===== config.mk =====
export PLATFORM = sky130hd
export DESIGN_NAME = freq_watchdog
export DESIGN_NICKNAME = d
export VERILOG_FILES = /design/src/rtl/freq_wd_pkg.sv /design/src/rtl/wd_code_sel.sv /design/src/rtl/wd_timer.sv /design/src/rtl/wd_rst_pulse.sv /design/src/rtl/freq_watchdog.sv
export SDC_FILE = /design/constraint.sdc
export NUM_CORES = 1
export LEC_CHECK = 0
export ABC_CLOCK_PERIOD_IN_PS = 3560
export BUFFER_PORTS_ARGS = -buffer_cell sky130_fd_sc_hd__buf_2
export CORE_MARGIN = 4
export CORE_UTILIZATION = 45
export CTS_BUF_LIST = sky130_fd_sc_hd__clkbuf_2 sky130_fd_sc_hd__clkbuf_4 sky130_fd_sc_hd__clkbuf_8
export CTS_CLUSTER_SIZE = 16
export DETAILED_ROUTE_END_ITERATION = 8
export GPL_ROUTABILITY_DRIVEN = 1
export GPL_TIMING_DRIVEN = 0
export PLACE_DENSITY = 0.71
export SKIP_LAST_GASP = 1
export SLEW_MARGIN = 20
export SYNTH_ARGS = -nofsm -noshare
export SYNTH_HDL_FRONTEND = slang
export SYNTH_HIERARCHICAL = 1
export SYNTH_SLANG_ARGS = --single-unit

===== constraint.sdc =====
create_clock -name clk_i -period 3.56 [get_ports clk_i]
set_clock_uncertainty 0.2 [all_clocks]
set_input_delay 0.534 -clock clk_i [delete_from_list [all_inputs] [get_ports clk_i]]
set_output_delay 0.534 -clock clk_i [all_outputs]
set_load 0.005 [all_outputs]

===== src/rtl/freq_wd_pkg.sv =====
package freq_wd_pkg;
  localparam int unsigned FS_W = 5;
  typedef logic [FS_W-1:0] fs_code_t;
endpackage


===== src/rtl/wd_code_sel.sv =====
module wd_code_sel
  import freq_wd_pkg::*;
(
  input  logic     clk_i,
  input  logic     rst_ni,
  input  logic     alarm_i,
  input  logic     sw_sel_i,
  input  fs_code_t sw_code_i,
  input  fs_code_t hw_fs_i,
  input  fs_code_t safe_code_i,
  output fs_code_t code_o,
  output logic     chg_o
);
  fs_code_t req_code;
  fs_code_t prev_q;
  logic     vld_q;

  always_comb begin
    req_code = sw_sel_i ? sw_code_i : hw_fs_i;
    code_o   = alarm_i ? safe_code_i : req_code;
  end

  assign chg_o = vld_q && (code_o != prev_q);

  always_ff @(posedge clk_i or negedge rst_ni) begin
    if (!rst_ni) begin
      prev_q <= '0;
      vld_q  <= 1'b0;
    end else begin
      prev_q <= code_o;
      vld_q  <= 1'b1;
    end
  end
endmodule


===== src/rtl/wd_timer.sv =====
module wd_timer #(
  parameter int unsigned CNT_W      = 8,
  parameter int unsigned UNIT_TICKS = 4
) (
  input  logic             clk_i,
  input  logic             rst_ni,
  input  logic             tick_i,
  input  logic             en_i,
  input  logic             cfg_wr_i,
  input  logic             chg_i,
  input  logic [CNT_W-1:0] count_i,
  output logic             alarm_o,
  output logic             timeout_o
);
  logic             en_q;
  logic             reload;
  logic             unit;
  logic             run;
  logic [CNT_W-1:0] cnt_q;
  logic             alarm_q;

  assign reload = (en_i && !en_q) || cfg_wr_i || chg_i;
  assign run    = en_i && !alarm_q && !reload;

  generate
    if (UNIT_TICKS <= 1) begin : g_no_pre
      assign unit = run && tick_i;
    end else begin : g_pre
      localparam int unsigned PRE_W = $clog2(UNIT_TICKS);
      localparam logic [PRE_W-1:0] PRE_LAST = PRE_W'(UNIT_TICKS - 1);
      logic [PRE_W-1:0] pre_q;
      always_ff @(posedge clk_i or negedge rst_ni) begin
        if (!rst_ni)                       pre_q <= '0;
        else if (!run)                     pre_q <= '0;
        else if (tick_i)                   pre_q <= (pre_q == PRE_LAST) ? '0 : pre_q + 1'b1;
      end
      assign unit = run && tick_i && (pre_q == PRE_LAST);
    end
  endgenerate

  // count N expires on the Nth unit; 0 behaves like 1
  assign timeout_o = unit && (cnt_q <= CNT_W'(1));

  always_ff @(posedge clk_i or negedge rst_ni) begin
    if (!rst_ni) begin
      en_q    <= 1'b0;
      cnt_q   <= '0;
      alarm_q <= 1'b0;
    end else begin
      en_q <= en_i;
      if (reload)                   cnt_q <= count_i;
      else if (unit && cnt_q != '0) cnt_q <= cnt_q - 1'b1;
      if (cfg_wr_i)       alarm_q <= 1'b0;
      else if (timeout_o) alarm_q <= 1'b1;
    end
  end

  assign alarm_o = alarm_q;
endmodule


===== src/rtl/wd_rst_pulse.sv =====
module wd_rst_pulse #(
  parameter int unsigned RST_TICKS = 2
) (
  input  logic clk_i,
  input  logic rst_ni,
  input  logic tick_i,
  input  logic trig_i,
  output logic rst_no
);
  localparam int unsigned RW = $clog2(RST_TICKS + 1);
  logic [RW-1:0] rcnt_q;

  always_ff @(posedge clk_i or negedge rst_ni) begin
    if (!rst_ni)                      rcnt_q <= '0;
    else if (trig_i)                  rcnt_q <= RW'(RST_TICKS);
    else if (tick_i && rcnt_q != '0)  rcnt_q <= rcnt_q - 1'b1;
  end

  assign rst_no = (rcnt_q == '0);
endmodule


===== src/rtl/freq_watchdog.sv =====
module freq_watchdog
  import freq_wd_pkg::*;
#(
  parameter int unsigned CNT_W      = 8,
  parameter int unsigned UNIT_TICKS = 4,
  parameter int unsigned RST_TICKS  = 2
) (
  input  logic             clk_i,
  input  logic             rst_ni,
  input  logic             tick_i,
  input  logic             wd_en_i,
  input  logic             cfg_wr_i,
  input  logic [CNT_W-1:0] wd_count_i,
  input  logic [4:0]       safe_code_i,
  input  logic             sw_sel_i,
  input  logic [4:0]       sw_code_i,
  input  logic [4:0]       hw_fs_i,
  output logic [4:0]       freq_code_o,
  output logic             alarm_o,
  output logic             sys_rst_no
);
  logic     alarm;
  logic     timeout;
  logic     chg;
  fs_code_t code;

  wd_code_sel u_sel (
    .clk_i       (clk_i),
    .rst_ni      (rst_ni),
    .alarm_i     (alarm),
    .sw_sel_i    (sw_sel_i),
    .sw_code_i   (sw_code_i),
    .hw_fs_i     (hw_fs_i),
    .safe_code_i (safe_code_i),
    .code_o      (code),
    .chg_o       (chg)
  );

  wd_timer #(.CNT_W(CNT_W), .UNIT_TICKS(UNIT_TICKS)) u_timer (
    .clk_i     (clk_i),
    .rst_ni    (rst_ni),
    .tick_i    (tick_i),
    .en_i      (wd_en_i),
    .cfg_wr_i  (cfg_wr_i),
    .chg_i     (chg),
    .count_i   (wd_count_i),
    .alarm_o   (alarm),
    .timeout_o (timeout)
  );

  wd_rst_pulse #(.RST_TICKS(RST_TICKS)) u_rst (
    .clk_i  (clk_i),
    .rst_ni (rst_ni),
    .tick_i (tick_i),
    .trig_i (timeout || chg),
    .rst_no (sys_rst_no)
  );

  assign freq_code_o = code;
  assign alarm_o     = alarm;
endmodule


# Word level (Yosys, flattened, before mapping)
# Cells that the tools add are included.
# word_totals
regBits	20
inputBits	29
wordCells	46
# op_classes
n_addsub	3
magnitude_cmp	1
eq_ne	3
n_mux	11
reduce_logical	21
# ops
cell	count
two-way mux 8 bit	2
two-way mux 2 bit	5
two-way mux 5 bit	2
logical AND 1 bit	9
<= comparator 8 x 1 -> 1 bit, second input constant	1
nonzero test 2 bit	4
nonzero test 8 bit	1
subtractor 8 x 1 -> 8 bit, second input constant	1
!= test 5 bit	1
zero test 1 bit	3
logical OR 1 bit	3
adder 2 x 1 -> 2 bit, second input constant	1
== test 2 bit, second input constant	1
zero test 2 bit	1
two-way mux 1 bit	2
!= test 2 bit, second input constant	1
subtractor 2 x 1 -> 2 bit, second input constant	1

# Longest topological paths before layout
# depth
ltp_word	12
mapped_depth	12
depth_no_buf	10

# By module
# The synthesis kept the hierarchy.
# modules_own_cells
module	n_inst	cells_each	area_each_um2	seq_area_each_um2
wd_timer	1	77	735.7	300.3
wd_code_sel	1	37	369.1	150.1
wd_rst_pulse	1	12	128.9	50.0
freq_watchdog	1	1	6.3	0.0

# Worst setup path before layout
# Ideal clock, no wire load.
# synth_path
kind	input-to-reg
startpoint	input port sw_sel_i
endpoint	register u_rst.rcnt_q[0]
arrival_ps	2863
required_ps	3235
slack_ps	372
cell_stages	12
n_path_buf	2
cell_sequence	buf_6 > mux2i_1 > a211oi_1 > nor4_2 > a41oi_1 > nor4b_1 > nand2_1 > clkbuf_1 > nor4_1 > or2_1 > nor2b_1 > mux2_4
# synth_between
elab_chain_cells	12
# synth_lines
element	line_no	rtl
start, declared	freq_watchdog.sv:15	input logic sw_sel_i,
two-way mux 5 bit (*)	wd_code_sel.sv:19	req_code = sw_sel_i ? sw_code_i : hw_fs_i;
two-way mux 5 bit (*)	wd_code_sel.sv:20	code_o = alarm_i ? safe_code_i : req_code;
!= test 5 bit (*)	wd_code_sel.sv:23	assign chg_o = vld_q && (code_o != prev_q);
logical AND 1 bit (*)	wd_code_sel.sv:23	
net chg	freq_watchdog.sv:24	logic chg;
logical OR 1 bit (*)	wd_timer.sv:22	assign reload = (en_i && !en_q) || cfg_wr_i || chg_i;
zero test 1 bit (*)	wd_timer.sv:23	assign run = en_i && !alarm_q && !reload;
logical AND 1 bit (*)	wd_timer.sv:23	
logical AND 1 bit (*) (2 in a row)	wd_timer.sv:37	assign unit = run && tick_i && (pre_q == PRE_LAST);
logical AND 1 bit (*)	wd_timer.sv:42	assign timeout_o = unit && (cnt_q <= CNT_W'(1));
net timeout	freq_watchdog.sv:23	logic timeout;
logical OR 1 bit (*)	freq_watchdog.sv:55	.trig_i (timeout || chg),
two-way mux 2 bit or nonzero test 2 bit (tied branches)	-	
end signal, assigned	wd_rst_pulse.sv:15	else if (trig_i) rcnt_q <= RW'(RST_TICKS);
end signal, assigned	wd_rst_pulse.sv:16	else if (tick_i && rcnt_q != '0) rcnt_q <= rcnt_q - 1'b1;
end, declared	wd_rst_pulse.sv:11	logic [RW-1:0] rcnt_q;
# Mark *: on every way through the listed nets, which the timed path passes. The rest lies on a longest branch.
# A chain may end at the register's enable or synchronous reset.

# Worst setup path in the final report
# layout_path
startpoint	register u_timer.alarm_q (netlist: u_timer/alarm_o)
endpoint	register u_rst.rcnt_q[0]
# layout_between
elab_chain_cells	11
# layout_lines
element	line_no	rtl
start, declared	wd_timer.sv:20	logic alarm_q;
start signal, assigned	wd_timer.sv:48	alarm_q <= 1'b0;
start signal, assigned	wd_timer.sv:53	if (cfg_wr_i) alarm_q <= 1'b0;
start signal, assigned	wd_timer.sv:54	else if (timeout_o) alarm_q <= 1'b1;
two-way mux 5 bit (*)	wd_code_sel.sv:20	
!= test 5 bit (*)	wd_code_sel.sv:23	
logical AND 1 bit (*)	wd_code_sel.sv:23	
net chg	freq_watchdog.sv:24	
logical OR 1 bit (*)	wd_timer.sv:22	
zero test 1 bit (*)	wd_timer.sv:23	
logical AND 1 bit (*)	wd_timer.sv:23	
logical AND 1 bit (*) (2 in a row)	wd_timer.sv:37	
logical AND 1 bit (*)	wd_timer.sv:42	
net timeout	freq_watchdog.sv:23	
logical OR 1 bit (*)	freq_watchdog.sv:55	
two-way mux 2 bit or nonzero test 2 bit (tied branches)	-	
# Marks and branches as above.

==> results.py <==
metrics = {
    "route": {
        "top_layer_used": "met4",
        "post_drt_wl_per_cell_um": 14.1,
        "drtPass1Iterations": 4,
        "routed_via_density": 5.76,
        "routed_wl_um": 2770,
        "drtAntennaViolNets": 0,
        "route.met2.wl_um": 1320,
        "vias": 1129,
        "route.met3.wl_um": 230,
        "m1WireLength_um": 1170,
        "drt-initial-drc-count": 26,
        "drc": 0,
    },
    "cells_and_area": {
        "synthToLayoutAreaGrowth_pct": 22.5,
        "register_area_um2": 502,
        "antenna_cells": 0,
        "fillers": 251,
        "nets": 201,
        "drive_above_1_share_pct": 34.3,
        "multiInputGateArea_um2": 704,
    },
    "clocking": {
        "cts_tree": "done",
        "post-cts-setup-buffer-count": 0,
        "insertion_delay_ns": 0.30,
        "path_clk_slew_ns": 0.11,
        "cts-root-buf": "clkbuf_4",
        "clock_path_buffers": 2,
        "cts_made_buffers": 3,
        "cts.sinks": 20,
        "htreeDepth": 1,
    },
    "placed_design": {
        "dp_hpwl_um": 2170,
        "port_buffers": 34,
        "pre_cts_ws_ns": -0.238,
        "gp_congestion": 0.866,
    },
    "setup_path": {
        "critPathLaunchType": "register",
        "reg2reg_from": "u_timer/alarm_o$_DFFE_PN0P_",
        "r2r_end": "u_rst/rcnt_q[0]$_DFFE_PN0P_",
        "required_ns": 3.56,
        "critical_path_buf_inv_count": 2,
        "max_stage_delay_ns": 0.50,
        "path_delay_family": "simple AND/OR/NAND/NOR gates",
        "reg2reg_depth": 11,
        "slowest_stage": "dfrtp_2",
        "cp_max_fo": 10,
        "end_kind": "register",
        "crit_path_start": "u_timer/alarm_o$_DFFE_PN0P_",
        "worstSetupPathType": "register to register",
        "crit_top_cell": "nor4_2",
        "r2r_slack_ns": 0.25,
        "cp_cell_sequence": "buf_4, o211a_1, nor4_2, a41oi_2, nor4b_2, nand2_2, clkbuf_2, nor4_2, or2_1, nor2b_1, mux2_4",
        "crit_arrival_ns": 3.31,
    },
    "synthesis": {
        "synth-async-reset-ratio_pct": 100,
        "syn-cell-area_mm2": 0.00124,
        "ys_top_cells_by_area": "dfrtp_1 40%, mux2i_1 6.5%, ha_1 5.0%, a31oi_1 3.0%, or3_1 3.0%",
        "yosys.cell_types.count": 41,
        "syn_avg_cell_area_um2": 9.76,
        "synth_compound_area_share_pct": 14.6,
        "synthSimpleGateAreaFrac_pct": 25.2,
        "synth_mux_area_share_pct": 7.67,
        "synth_cells": 127,
        "ys_warn_count": 6,
        "synth-xor-area-share_pct": 2.12,
        "synth_nets": 161,
        "ys_seq_area_share_pct": 40.4,
        "synthFlopType": "dfrtp_1",
        "synth_edf_count": 0,
        "ys_seq_elements": 20,
        "yosysTopAreaCellShare_pct": 40.4,
        "synth_top_area_cell": "dfrtp_1",
        "synth_top_family_by_area": "simple AND/OR/NAND/NOR gates",
        "yosys.area_share.adder_pct": 5.05,
        "yosysMostFrequentCell": "dfrtp_1",
        "synth_common_cells": "20 x dfrtp_1, 9 x nor2_1, 8 x mux2i_1, 8 x nand2_1, 7 x inv_1",
    },
    "sta": {
        "worst_pin_slew_ns": 0.564,
        "post-route-period-util_pct": 92.9,
        "postLayoutSetupSlackWorst_ns": 0.253,
        "max-slew-margin-rel_pct": 62.1,
        "max_freq_mhz": 302,
        "layout_min_cycle_time_ns": 3.31,
        "rsz0062_at_grt": "false",
        "drv_slew": 0,
        "setup_violations": 0,
        "hold_viol": 0,
    },
    "power_and_ir_drop": {
        "powerDensity_mw_per_mm2": 339,
        "p_leak_uw": 0.000710,
        "ir_drop_uv": 187,
        "p_total_uw": 514,
    },
    "grt": {
        "groute.usage.overall_pct": 16.6,
        "grt_pass1_vias": 1131,
        "grt_max_degree": 21,
        "grt_pass1_wl_um": 4610,
        "grt_overflow": 0,
        "antenna_found_initial": 0,
    },
    "floorplanning": {
        "ios": 36,
        "fp.dieH_um": 60.5,
        "start_util_pct": 48.7,
        "die_w_um": 60.5,
        "rows": 18,
        "die_area_mm2": 0.00366,
        "core_mm2": 0.00254,
    },
    "hold_path": {
        "min_to": "u_timer/en_q$_DFF_PN0_",
        "holdPathStages": 1,
        "hp-start": "wd_en_i",
        "holdCritPathClass": "input pin to register",
    },
    "status": {
        "outcome": "finished, final reports clean",
    },
    "run": {
        "max-cap-violations": 0,
    },
}
## metal layers
layer  global-route usage (%)  up-vias
met5                        0        -
met4                     7.74        0
met3                     2.77        6
met2                     29.8       44
met1                     19.2      536
li1                         -      543
## metrics by stage
step                area, um2  setup TNS, ns  util (%)  std cells  hold slack [ns]
CTS                      1500              0      58.9        196            0.165
global route             1520              0      59.7        196            0.158
detailed placement       1450         -0.296      56.9        191            0.305
floorplan                1240              0         -        127           0.0384
finish                   1520              0      59.7        196            0.181
global placement         1450        -0.0681      56.9        191            0.302
## sequential cells by signal, indices dropped and copies added, names as in the netlist
name,flops
u_sel/vld_q,1
u_timer/cnt_q,8
u_timer/alarm_o,1
u_timer/en_q,1
u_sel/prev_q,5
u_timer/g_pre.pre_q,2
u_rst/rcnt_q,2
## cell usage in the layout (no fill, tap or decap), types with 5 or more instances in the layout
cell and count:
or3_1 6, inv_1 7, nor2_1 9, buf_2 35, nand2_1 7, mux2i_1 8
nor2b_1 5, dfrtp_1 19, ha_1 5, a31oi_1 6
## report_power, final
| group | switching, uW | total [uW] | internal [uW] |
|---|---|---|---|
| sequential | 16.3 | 263 | 247 |
| combinational | 57.7 | 117 | 59.8 |
| clock | 71.1 | 133 | 62.4 |
| total | 145 | 514 | 369 |
## what timing repair did
action | 4_1_cts | 5_1_grt
gates resized for setup | 1 | 6
hold buffers | 1 | 0
setup endpoints to repair | 1 | 2
endpoints found under the hold margin | 20 | 0
## worst max path at each step
stage | to | slack [ns] | depth (start not counted)
after global routing | u_rst/rcnt_q[0]$_DFFE_PN0P_ | 0.01 | 11
after global placement | u_rst/rcnt_q[0]$_DFFE_PN0P_ | -0.07 | 12
after CTS | u_rst/rcnt_q[0]$_DFFE_PN0P_ | 0.01 | 11
after floorplan | u_rst/rcnt_q[0]$_DFFE_PN0P_ | 0.37 | 12
after detailed placement | u_rst/rcnt_q[0]$_DFFE_PN0P_ | -0.24 | 12
final | u_rst/rcnt_q[0]$_DFFE_PN0P_ | 0.25 | 11
## final cells by class
class / instances / share of cell area, %
Timing Repair Buffer: 35 / 11.9
Sequential cell: 20 / 33.0
Buffer: 5 / 2.14
Clock buffer: 4 / 2.39
Tap cell: 30 / 2.47
Multi-Input combinational cell: 95 / 46.4
Inverter: 7 / 1.73
## cell families after synthesis
kind of cell    Yosys count
xor+xnor                  3
simple gates             51
compound gates           26
other cells               1
fa+ha+maj                 5
buf+inv                  12
flops                    20
mux                       9
Power figures use the tool's default switching activity.
